$ cat config.mk
export PLATFORM = sky130hd
export DESIGN_NAME = dly_host_regs
export DESIGN_NICKNAME = d
export VERILOG_FILES = /design/src/rtl/dly_host_pkg.sv /design/src/rtl/dly_mode_ctl.sv /design/src/rtl/dly_addr_dec.sv /design/src/rtl/dly_reg_file.sv /design/src/rtl/dly_digit_dec.sv /design/src/rtl/dly_host_regs.sv
export SDC_FILE = /design/constraint.sdc
export NUM_CORES = 1
export LEC_CHECK = 0
export BUFFER_PORTS_ARGS = -buffer_cell sky130_fd_sc_hd__buf_2
export CAP_MARGIN = 20
export CORE_UTILIZATION = 45
export CTS_CLUSTER_DIAMETER = 50
export DETAILED_ROUTE_END_ITERATION = 16
export GPL_TIMING_DRIVEN = 0
export HOLD_SLACK_MARGIN = 0.05
export PLACE_DENSITY_LB_ADDON = 0.08
export SKIP_LAST_GASP = 1
export SYNTH_ARGS = -nofsm -noshare
export SYNTH_HDL_FRONTEND = slang
export SYNTH_HIERARCHICAL = 1
export SYNTH_SLANG_ARGS = --single-unit
$ cat constraint.sdc
create_clock -name clk_i -period 1.8 [get_ports clk_i]
set_input_delay 0.36 -clock clk_i [delete_from_list [all_inputs] [get_ports clk_i]]
set_output_delay 0.36 -clock clk_i [all_outputs]
set_load 0.02 [all_outputs]
$ cat src/rtl/dly_host_pkg.sv
package dly_host_pkg;
  localparam int unsigned ADDR_W       = 16;
  localparam int unsigned DATA_W       = 16;
  localparam int unsigned STOP_W       = 13;
  localparam int unsigned SAMPLE_WORDS = 8192;
  localparam int unsigned TABLE_WORDS  = 1024;
  localparam int unsigned TABLE_BASE   = 'h4000;
  localparam int unsigned SEG_W        = 7;

  localparam logic [ADDR_W-1:0] OFS_BUCKET = 16'h0020;
  localparam logic [ADDR_W-1:0] OFS_NOTCH  = 16'h0022;
  localparam logic [ADDR_W-1:0] OFS_ID     = 16'h0024;
  localparam logic [ADDR_W-1:0] OFS_STOP   = 16'h0028;

  typedef enum logic [2:0] {
    REG_NONE, REG_BUCKET, REG_NOTCH, REG_ID, REG_STOP
  } reg_sel_e;
endpackage

$ cat src/rtl/dly_mode_ctl.sv
module dly_mode_ctl #(
  parameter int unsigned STOP_W = 13
) (
  input  logic              clk_i,
  input  logic              rst_ni,
  input  logic              start_ni,
  input  logic              stop_ni,
  input  logic [STOP_W-1:0] stop_addr_i,
  output logic              operating_o,
  output logic [STOP_W-1:0] stop_q_o
);
  logic              oper_q;
  logic [STOP_W-1:0] stop_q;
  logic              leave;

  assign leave = oper_q && !stop_ni;

  always_ff @(posedge clk_i or negedge rst_ni) begin
    if (!rst_ni) begin
      oper_q <= 1'b0;
      stop_q <= '0;
    end else begin
      if (!stop_ni)       oper_q <= 1'b0;   // stop has priority
      else if (!start_ni) oper_q <= 1'b1;
      if (leave) stop_q <= stop_addr_i;
    end
  end

  assign operating_o = oper_q;
  assign stop_q_o    = stop_q;

  assert_start_enters_R5: assert property (@(posedge clk_i) disable iff (!rst_ni)
    (stop_ni && !start_ni) |=> oper_q);
  assert_stop_priority_R6: assert property (@(posedge clk_i) disable iff (!rst_ni)
    !stop_ni |=> !oper_q);
  assert_stop_hold_R7: assert property (@(posedge clk_i) disable iff (!rst_ni)
    !leave |=> $stable(stop_q));
endmodule

$ cat src/rtl/dly_addr_dec.sv
module dly_addr_dec
  import dly_host_pkg::*;
#(
  parameter int unsigned AW     = ADDR_W,
  parameter int unsigned S_WORDS = SAMPLE_WORDS,
  parameter int unsigned T_WORDS = TABLE_WORDS,
  parameter int unsigned T_BASE  = TABLE_BASE,
  localparam int unsigned WAW    = $clog2(S_WORDS)
) (
  input  logic           reg_space_i,
  input  logic [AW-1:0]  addr_i,
  input  logic           operating_i,
  output reg_sel_e       reg_sel_o,
  output logic           sample_hit_o,
  output logic           table_hit_o,
  output logic [WAW-1:0] win_addr_o
);
  localparam logic [AW-1:0] S_TOP = AW'(S_WORDS * 2);
  localparam logic [AW-1:0] T_LO  = AW'(T_BASE);
  localparam logic [AW-1:0] T_TOP = AW'(T_BASE + T_WORDS * 2);

  logic [AW-1:0] t_ofs;
  logic          s_range;

  assign t_ofs   = addr_i - T_LO;
  assign s_range = !reg_space_i && (addr_i < S_TOP);

  always_comb begin
    reg_sel_o = REG_NONE;
    if (reg_space_i) begin
      unique case (addr_i[AW-1:1])
        OFS_BUCKET[AW-1:1]: reg_sel_o = REG_BUCKET;
        OFS_NOTCH[AW-1:1]:  reg_sel_o = REG_NOTCH;
        OFS_ID[AW-1:1]:     reg_sel_o = REG_ID;
        OFS_STOP[AW-1:1]:   reg_sel_o = REG_STOP;
        default:            reg_sel_o = REG_NONE;
      endcase
    end
  end

  assign sample_hit_o = s_range && !operating_i;
  assign table_hit_o  = !reg_space_i && (addr_i >= T_LO) && (addr_i < T_TOP);
  assign win_addr_o   = s_range ? addr_i[WAW:1] : t_ofs[WAW:1];
endmodule

$ cat src/rtl/dly_reg_file.sv
module dly_reg_file
  import dly_host_pkg::*;
#(
  parameter int unsigned DW = DATA_W,
  parameter int unsigned SW = STOP_W
) (
  input  logic          clk_i,
  input  logic          rst_ni,
  input  reg_sel_e      reg_sel_i,
  input  logic          wr_i,
  input  logic [DW-1:0] wdata_i,
  input  logic [SW-1:0] stop_q_i,
  output logic [DW-1:0] bucket_o,
  output logic [DW-1:0] notch_o,
  output logic [DW-1:0] card_id_o,
  output logic [DW-1:0] reg_rdata_o
);
  logic [DW-1:0] bucket_q, notch_q, id_q;

  always_ff @(posedge clk_i or negedge rst_ni) begin
    if (!rst_ni) begin
      bucket_q <= '0;
      notch_q  <= '0;
      id_q     <= '0;
    end else if (wr_i) begin
      if (reg_sel_i == REG_BUCKET) bucket_q <= wdata_i;
      if (reg_sel_i == REG_NOTCH)  notch_q  <= wdata_i;
      if (reg_sel_i == REG_ID)     id_q     <= wdata_i;
    end
  end

  always_comb begin
    unique case (reg_sel_i)
      REG_BUCKET: reg_rdata_o = bucket_q;
      REG_NOTCH:  reg_rdata_o = notch_q;
      REG_ID:     reg_rdata_o = id_q;
      REG_STOP:   reg_rdata_o = DW'(stop_q_i);
      default:    reg_rdata_o = '0;
    endcase
  end

  assign bucket_o  = bucket_q;
  assign notch_o   = notch_q;
  assign card_id_o = id_q;

  assert_bucket_hold_R2: assert property (@(posedge clk_i) disable iff (!rst_ni)
    !(wr_i && reg_sel_i == REG_BUCKET) |=> $stable(bucket_q));
endmodule

$ cat src/rtl/dly_digit_dec.sv
module dly_digit_dec #(
  parameter int unsigned SEG_W = 7
) (
  input  logic [3:0]       digit_i,
  output logic [SEG_W-1:0] seg_o
);
  always_comb begin
    unique case (digit_i)
      4'd0:    seg_o = SEG_W'(7'h3F);
      4'd1:    seg_o = SEG_W'(7'h06);
      4'd2:    seg_o = SEG_W'(7'h5B);
      4'd3:    seg_o = SEG_W'(7'h4F);
      4'd4:    seg_o = SEG_W'(7'h66);
      4'd5:    seg_o = SEG_W'(7'h6D);
      4'd6:    seg_o = SEG_W'(7'h7D);
      4'd7:    seg_o = SEG_W'(7'h07);
      4'd8:    seg_o = SEG_W'(7'h7F);
      4'd9:    seg_o = SEG_W'(7'h6F);
      default: seg_o = '0;   // above nine: blank
    endcase
  end
endmodule

$ cat src/rtl/dly_host_regs.sv
module dly_host_regs
  import dly_host_pkg::*;
(
  input  logic              clk_i,
  input  logic              rst_ni,
  input  logic              start_ni,
  input  logic              stop_ni,
  input  logic [STOP_W-1:0] stop_addr_i,
  input  logic              reg_space_i,
  input  logic [ADDR_W-1:0] addr_i,
  input  logic              wr_i,
  input  logic              rd_i,
  input  logic [DATA_W-1:0] wdata_i,
  output logic [DATA_W-1:0] rdata_o,
  output logic              operating_o,
  output logic [DATA_W-1:0] bucket_dly_o,
  output logic [DATA_W-1:0] notch_dly_o,
  output logic [SEG_W-1:0]  seg_lo_o,
  output logic [SEG_W-1:0]  seg_hi_o,
  output logic              sample_sel_o,
  output logic              table_sel_o,
  output logic              win_we_o,
  output logic [$clog2(SAMPLE_WORDS)-1:0] win_addr_o,
  output logic [DATA_W-1:0] win_wdata_o,
  input  logic [DATA_W-1:0] sample_rdata_i,
  input  logic [DATA_W-1:0] table_rdata_i
);
  localparam int unsigned N_DIGITS = 2;

  logic              oper;
  logic [STOP_W-1:0] stop_q;
  reg_sel_e          reg_sel;
  logic              s_hit, t_hit, acc;
  logic [DATA_W-1:0] card_id, reg_rdata, rd_mux, rdata_q;
  logic [SEG_W-1:0]  seg [N_DIGITS];

  dly_mode_ctl #(.STOP_W(STOP_W)) u_mode (
    .clk_i, .rst_ni, .start_ni, .stop_ni, .stop_addr_i,
    .operating_o(oper), .stop_q_o(stop_q)
  );

  dly_addr_dec u_dec (
    .reg_space_i, .addr_i, .operating_i(oper),
    .reg_sel_o(reg_sel), .sample_hit_o(s_hit), .table_hit_o(t_hit),
    .win_addr_o
  );

  dly_reg_file u_regs (
    .clk_i, .rst_ni, .reg_sel_i(reg_sel), .wr_i, .wdata_i,
    .stop_q_i(stop_q), .bucket_o(bucket_dly_o), .notch_o(notch_dly_o),
    .card_id_o(card_id), .reg_rdata_o(reg_rdata)
  );

  for (genvar d = 0; d < N_DIGITS; d++) begin : g_digit
    dly_digit_dec #(.SEG_W(SEG_W)) u_digit (
      .digit_i(card_id[4*d +: 4]), .seg_o(seg[d])
    );
  end

  assign seg_lo_o = seg[0];
  assign seg_hi_o = seg[1];

  assign acc          = rd_i || wr_i;
  assign sample_sel_o = acc && s_hit;
  assign table_sel_o  = acc && t_hit;
  assign win_we_o     = wr_i && (s_hit || t_hit);
  assign win_wdata_o  = wdata_i;

  always_comb begin
    if (reg_space_i) rd_mux = reg_rdata;
    else if (s_hit)  rd_mux = sample_rdata_i;
    else if (t_hit)  rd_mux = table_rdata_i;
    else             rd_mux = '0;
  end

  always_ff @(posedge clk_i or negedge rst_ni) begin
    if (!rst_ni)   rdata_q <= '0;
    else if (rd_i) rdata_q <= rd_mux;
  end

  assign rdata_o     = rdata_q;
  assign operating_o = oper;

  assert_sample_lock_R10: assert property (@(posedge clk_i) disable iff (!rst_ni)
    oper |-> !sample_sel_o);
  assert_one_window_R11: assert property (@(posedge clk_i) disable iff (!rst_ni)
    $onehot0({sample_sel_o, table_sel_o}));
endmodule

-- After elaboration in Yosys (flattened, before gate mapping)
Memory sizes are Yosys's and may differ from the RTL's.
Index checks and enable logic that the tools add are counted.
- word-level logic and storage cells: 46
- bits in writable memories: 0
- register bits after elaboration: 78
- bits of input ports: 84
- output and inout port bits: 95
- ROM bits: 224
- bits in latches: 0
- memories kept: 2
- shifts and indexed selects: 0
- muxes and demuxes: 9
- multiply operators: 0
- add/sub/neg operators: 1
- equal/unequal tests: 9
- reduce and logical (&&, ||, !) cells: 16
- bitwise operators: 0
- divide/modulo/power cells: 0
- order comparisons: 3
- memories (memory ; words ; bits a word ; rd ports ; clocked after Yosys merged registers in ; wr ports ; line ; source):
    (name not given) ; 16 ; 7 ; 1 ; 0 ; 0 ; dly_digit_dec.sv:8 ; unique case (digit_i)
    (name not given) ; 16 ; 7 ; 1 ; 0 ; 0 ; dly_digit_dec.sv:8 ;
- operators by type and width (operator ; count):
    $pmux W16 S4 ; 1
    $eq A15 B5 Y1 const B ; 4
    $mux W16 ; 3
    $lt A16 B15 Y1 const B ; 2
    $ge A16 B15 Y1 const B ; 1
    $sub A14 B1 Y14 const B ; 1
    $mux W13 ; 1
    $pmux W3 S4 ; 1
    $logic_and A1 B1 Y1 ; 8
    $eq A3 B2 Y1 const B ; 2
    $reduce_and A2 Y1 ; 3
    $eq A3 B1 Y1 const B ; 1
    $eq A3 B3 Y1 const B ; 1
    $logic_not A1 Y1 ; 3
    $mux W3 ; 1
    $logic_or A1 B1 Y1 ; 2
    $mux W1 ; 2
    $ne A2 B2 Y1 const B ; 1

-- Depth between registers and ports, before layout
- depth in word-level cells: 6
- gate-level depth with buffers: 10
- mapped depth without buffers: 8

-- By module
Netlist, hierarchy kept.
- modules (own cells, without submodules) (module ; area each (sq um) ; cells each ; sequential area each (sq um) ; instances):
    dly_reg_file ; 2491.1 ; 178 ; 1201.2 ; 1
    dly_host_regs ; 1154.9 ; 114 ; 400.4 ; 1
    dly_mode_ctl ; 579.3 ; 31 ; 350.3 ; 1
    dly_digit_dec ; 201.4 ; 26 ; 0.0 ; 2
    dly_addr_dec ; 224.0 ; 27 ; 0.0 ; 1

-- Worst setup path after synthesis
No wires, ideal clock.
- path type: in2reg
- start point: input addr_i[4]
- end point: register rdata_q[0] (netlist: rdata_o[0])
- buffers on the path: 2
- library setup time: 0.073 ns
- data required time: 1.727 ns
- slack: -0.437 ns
- stages: 10
- arrival time: 2.164 ns
- cell sequence: nor4_2 > nand4_1 > nor4b_2 > buf_2 > clkbuf_1 > nand2_1 > o221ai_1 > nand3b_1 > o21ai_0 > a21oi_2
- cells in the longest elaborated chain, start to end: 6
- elaborated cells on any way between the ends: 21
- classes of those cells: 3 x order compare; 8 x eq/ne; 6 x mux; 4 x reduce/logical
- RTL lines (item ; line ; source):
    start, declared ; dly_host_regs.sv:10 ; input logic [ADDR_W-1:0] addr_i,
    $eq A15 B5 Y1 ; dly_addr_dec.sv:31 ; unique case (addr_i[AW-1:1])
    $pmux W3 S4 * ; dly_addr_dec.sv:31 ;
    $mux W3 * ; dly_addr_dec.sv:30 ; if (reg_space_i) begin
    net reg_sel[2] ; dly_host_regs.sv:32 ; reg_sel_e reg_sel;
    $eq A3 B3 Y1, or another cell as far along ; dly_reg_file.sv:33 ; unique case (reg_sel_i)
    $pmux W16 S4 * ; dly_reg_file.sv:33 ;
    net reg_rdata[0] ; dly_host_regs.sv:34 ; logic [DATA_W-1:0] card_id, reg_rdata, rd_mux, rdata_q;
    $mux W16 * ; dly_host_regs.sv:70 ; if (reg_space_i) rd_mux = reg_rdata;
    end signal, assigned ; dly_host_regs.sv:78 ; else if (rd_i) rdata_q <= rd_mux;
    end, declared ; dly_host_regs.sv:34 ;
Mark *: on every way through the listed nets, which the timed path passes. The rest lies on a longest branch.
A chain may end at the register's enable or synchronous reset.

-- Worst setup path in the final report
- start point: input addr_i[10]
- end point: register rdata_q[6] (netlist: rdata_o[6])
Same word-level chain as after synthesis.

==> flow_summary.json <==
{
  "power.internal_w": 0.00280,
  "hp-class": "input port to register",
  "setup_viol": 74,
  "num-nets-final": 729,
  "design.core.area_um2": 10400,
  "synth-compound-area-share": 0.143,
  "first_global_vias": 4073,
  "final_util": 0.701,
  "max_freq_mhz": 493,
  "worstPathMaxFanout": 10,
  "power_frac_clock": 0.341,
  "slowest_stage": "nor4_4",
  "cp-end-kind": "register",
  "grt_usage": 0.257,
  "path_clk_slew_ns": 0.08,
  "via_count": 4031,
  "yosys_warnings": 6,
  "worstPathArrival_ns": 2.33,
  "start_kind": "input port",
  "start_util": 0.468,
  "synth_seq_cells": 78,
  "p_leak_nw": 3.41,
  "die-area_um2": 11200,
  "syn2layout_area_growth_pct": 49.9,
  "drive_gt1_frac": 0.701,
  "synth_edf_count": 0,
  "syn_area_per_cell_um2": 12.1,
  "hold_violations": 0,
  "routedWlPerCell_um": 17.9,
  "synth_cells": 402,
  "clock-sinks": 78,
  "dr.max_layer_used": "met4",
  "violations": "setup timing",
  "pwr_density_cell_nw_per_um2": 530,
  "final_cells": 775,
  "m1WireLength_um": 5800,
  "drtIter0Drc": 144,
  "dp_hpwl_um": 9580,
  "synth-xor-area-share": 0.00542,
  "wirelength_um": 13900,
  "synth_top_family_by_area": "multiplexers",
  "drc": 0,
  "grt_pass1_wl_um": 21900,
  "critPathMaxStageDelay_ns": 0.30,
  "status": "finished, violations left",
  "antenna_left": 0,
  "die_y_um": 106,
  "antenna_found_initial": 0,
  "setup_ws_ns": -0.228,
  "max_slew_margin": 0.710,
  "slew_violations": 0,
  "fp.dieW_um": 106,
  "rsz0062_at_grt": "yes",
  "path_class": "input port to register",
  "io_buffers": 176,
  "row_count": 37,
  "synthDistinctLibCells": 49,
  "yosys.area_share.adder": 0.0309,
  "crit_chain": "buf_6 > nor4_4 > nand4_1 > nor4b_4 > buf_4 > buf_6 > clkbuf_16 > nand2_1 > o221ai_2 > nand3b_1 > o21ai_1 > a21oi_2",
  "gp_routability_congestion": 0.781,
  "synth-simple-area-share": 0.121,
  "cp_common_cell": "buf_6",
  "synth-async-reset-ratio": 1.00,
  "met2_length_um": 6930,
  "synth_mux_area_frac": 0.198,
  "ir_worst_vdd_mv": 0.325,
  "cts_made_buffers": 9,
  "cts_tree": "built",
  "synthFlopType": "dfrtp_1",
  "firstDrtPassIters": 4,
  "dp_slack_ns": -0.827,
  "synth_area_um2": 4850,
  "clock-root-buffer": "clkbuf_8",
  "min_period_over_period": 1.13,
  "placed_cell_area_um2": 6060,
  "p_seq_frac": 0.493,
  "ios": 179,
  "clock_skew_ns": 0.0102,
  "hold_ws_ns": 0.177,
  "clockBufferDepth": 2,
  "post-place-cells": 715,
  "final_area_um2": 7270,
  "synthesis.nets": 498,
  "seq_area_frac_synth": 0.402,
  "clock_latency_ns": 0.36,
  "grt_max_degree": 56,
  "switching_share": 0.274,
  "worst_ep_required_time_ns": 2.10,
  "via_per_inst": 5.20,
  "cap_violations": 0,
  "switchingPower_w": 0.00106,
  "fin_crit_ns": 2.03,
  "tightest_slew_ns": 0.435,
  "wl_met3_um": 907,
  "htree_levels": 3,
  "comb_power_share": 0.166,
  "overflow": 0
}
cell families (layout without fill, tap and decap cells):
family / after synthesis / count (layout)
multiplexers: 77 / 77
flip-flops: 78 / 78
buffers and inverters: 68 / 304
other: 0 / 1
AND/OR/NAND/NOR: 73 / 73
AO/OA/AOI/OAI: 91 / 91
adder cells (fa/ha/maj): 12 / 12
XOR/XNOR: 3 / 3
worst max-delay path, delay by kind of cell:
family | cells | cell delay (ns)
simple gates | 5 | 1.00
buf+inv | 4 | 0.55
compound gates | 3 | 0.39
registers in the layout, indices dropped and copies added (netlist names):
name and cells:
u_mode/stop_q_o 13, u_regs/card_id_o 16, u_mode/operating_o 1, u_regs/notch_o 16, rdata_o 16, u_regs/bucket_o 16
placed cells by master (no fill, tap or decap), drive strengths merged, types with 13 or more instances in the layout:
cell type,n
a21oi,21
a22oi,14
buf,269
clkbuf,18
dfrtp,78
mux2,61
mux2i,16
nand2,18
nand3b,17
o21ai,25
o221ai,13
synth_stat cells, types with 2 or more instances:
library cell | count | area share
o21ai_0 | 23 | 0.024
buf_6 | 6 | 0.014
ha_1 | 12 | 0.031
clkbuf_1 | 7 | 0.0054
a22oi_1 | 4 | 0.0062
a211oi_1 | 3 | 0.0046
o22ai_2 | 2 | 0.0052
o21a_1 | 3 | 0.0046
xnor2_1 | 3 | 0.0054
nand4_1 | 2 | 0.0026
buf_4 | 30 | 0.046
a22o_1 | 2 | 0.0036
dfrtp_1 | 78 | 0.40
nor2_1 | 5 | 0.0039
o22ai_1 | 3 | 0.0039
a21o_1 | 2 | 0.0031
nor2b_1 | 2 | 0.0026
mux2_1 | 2 | 0.0046
nand4bb_1 | 4 | 0.0093
a21oi_1 | 9 | 0.0093
nand3b_1 | 17 | 0.026
mux2_2 | 29 | 0.067
mux2i_1 | 16 | 0.033
or4bb_1 | 9 | 0.021
inv_1 | 11 | 0.0085
a21oi_2 | 12 | 0.022
o21ai_2 | 2 | 0.0036
o221ai_1 | 13 | 0.023
a31oi_1 | 2 | 0.0026
nor2b_4 | 4 | 0.011
nand2_1 | 18 | 0.014
buf_12 | 3 | 0.012
mux2_4 | 30 | 0.093
buf_2 | 10 | 0.010
a22oi_2 | 10 | 0.026
path summary, 6_finish.rpt:
check	start	to	slack, ns	cells after the start
max in group asynchronous	rst_ni	u_regs/card_id_o[5]	0.75	3
hold reg to reg	u_regs/card_id_o[10]	u_regs/card_id_o[10]	0.51	1
setup / recovery	addr_i[10]	rdata_o[6]	-0.23	12
setup reg to reg	u_regs/card_id_o[4]	rdata_o[4]	0.20	8
min in group asynchronous	rst_ni	u_regs/notch_o[3]	0.46	2
hold / removal	start_ni	u_mode/operating_o	0.18	2
routing by layer:
layer,global-route usage,up-vias
met3,0.0489,18
met5,0,-
met4,0.0893,0
li1,-,1912
met1,0.326,1958
met2,0.436,143
repair_timing:
item,CTS,global route
endpoints found under the setup margin,68,80
resized for setup,111,59
pin swaps,31,20
cloned,4,0
hold buffers,1,0
buffers inserted,30,12
endpoints found under the hold margin,23,0
power groups by stage:
stage	Combinational, W	Clock, W	Sequential, W
5_1_grt	0.000695	0.00139	0.00192
3_3_place_gp	0.000605	0	0.00193
2_1_floorplan	0.000300	0	0.00197
6_report	0.000641	0.00131	0.00190
4_1_cts	0.000639	0.00133	0.00190
3_5_place_dp	0.000621	0	0.00193
final cells by class:
class	count	area, um^2
Fill cell	813	3100
Timing Repair Buffer	222	1470
Antenna cell	1	2.50
Tap cell	136	170
Clock buffer	11	131
Buffer	55	543
Sequential cell	78	1960
Multi-Input combinational cell	256	2880
Inverter	11	53.8
Clock inverter	5	58.8
metrics by stage:
| stage | power [W] | TNS, ns |
|---|---|---|
| after floorplan | 0.00227 | -9.21 |
| after global placement | 0.00253 | -50.71 |
| after detailed placement | 0.00255 | -34.97 |
| after CTS | 0.00387 | -8.22 |
| after global routing | 0.00400 | -13.84 |
| final | 0.00386 | -10.27 |
Power figures use the tool's default switching activity.
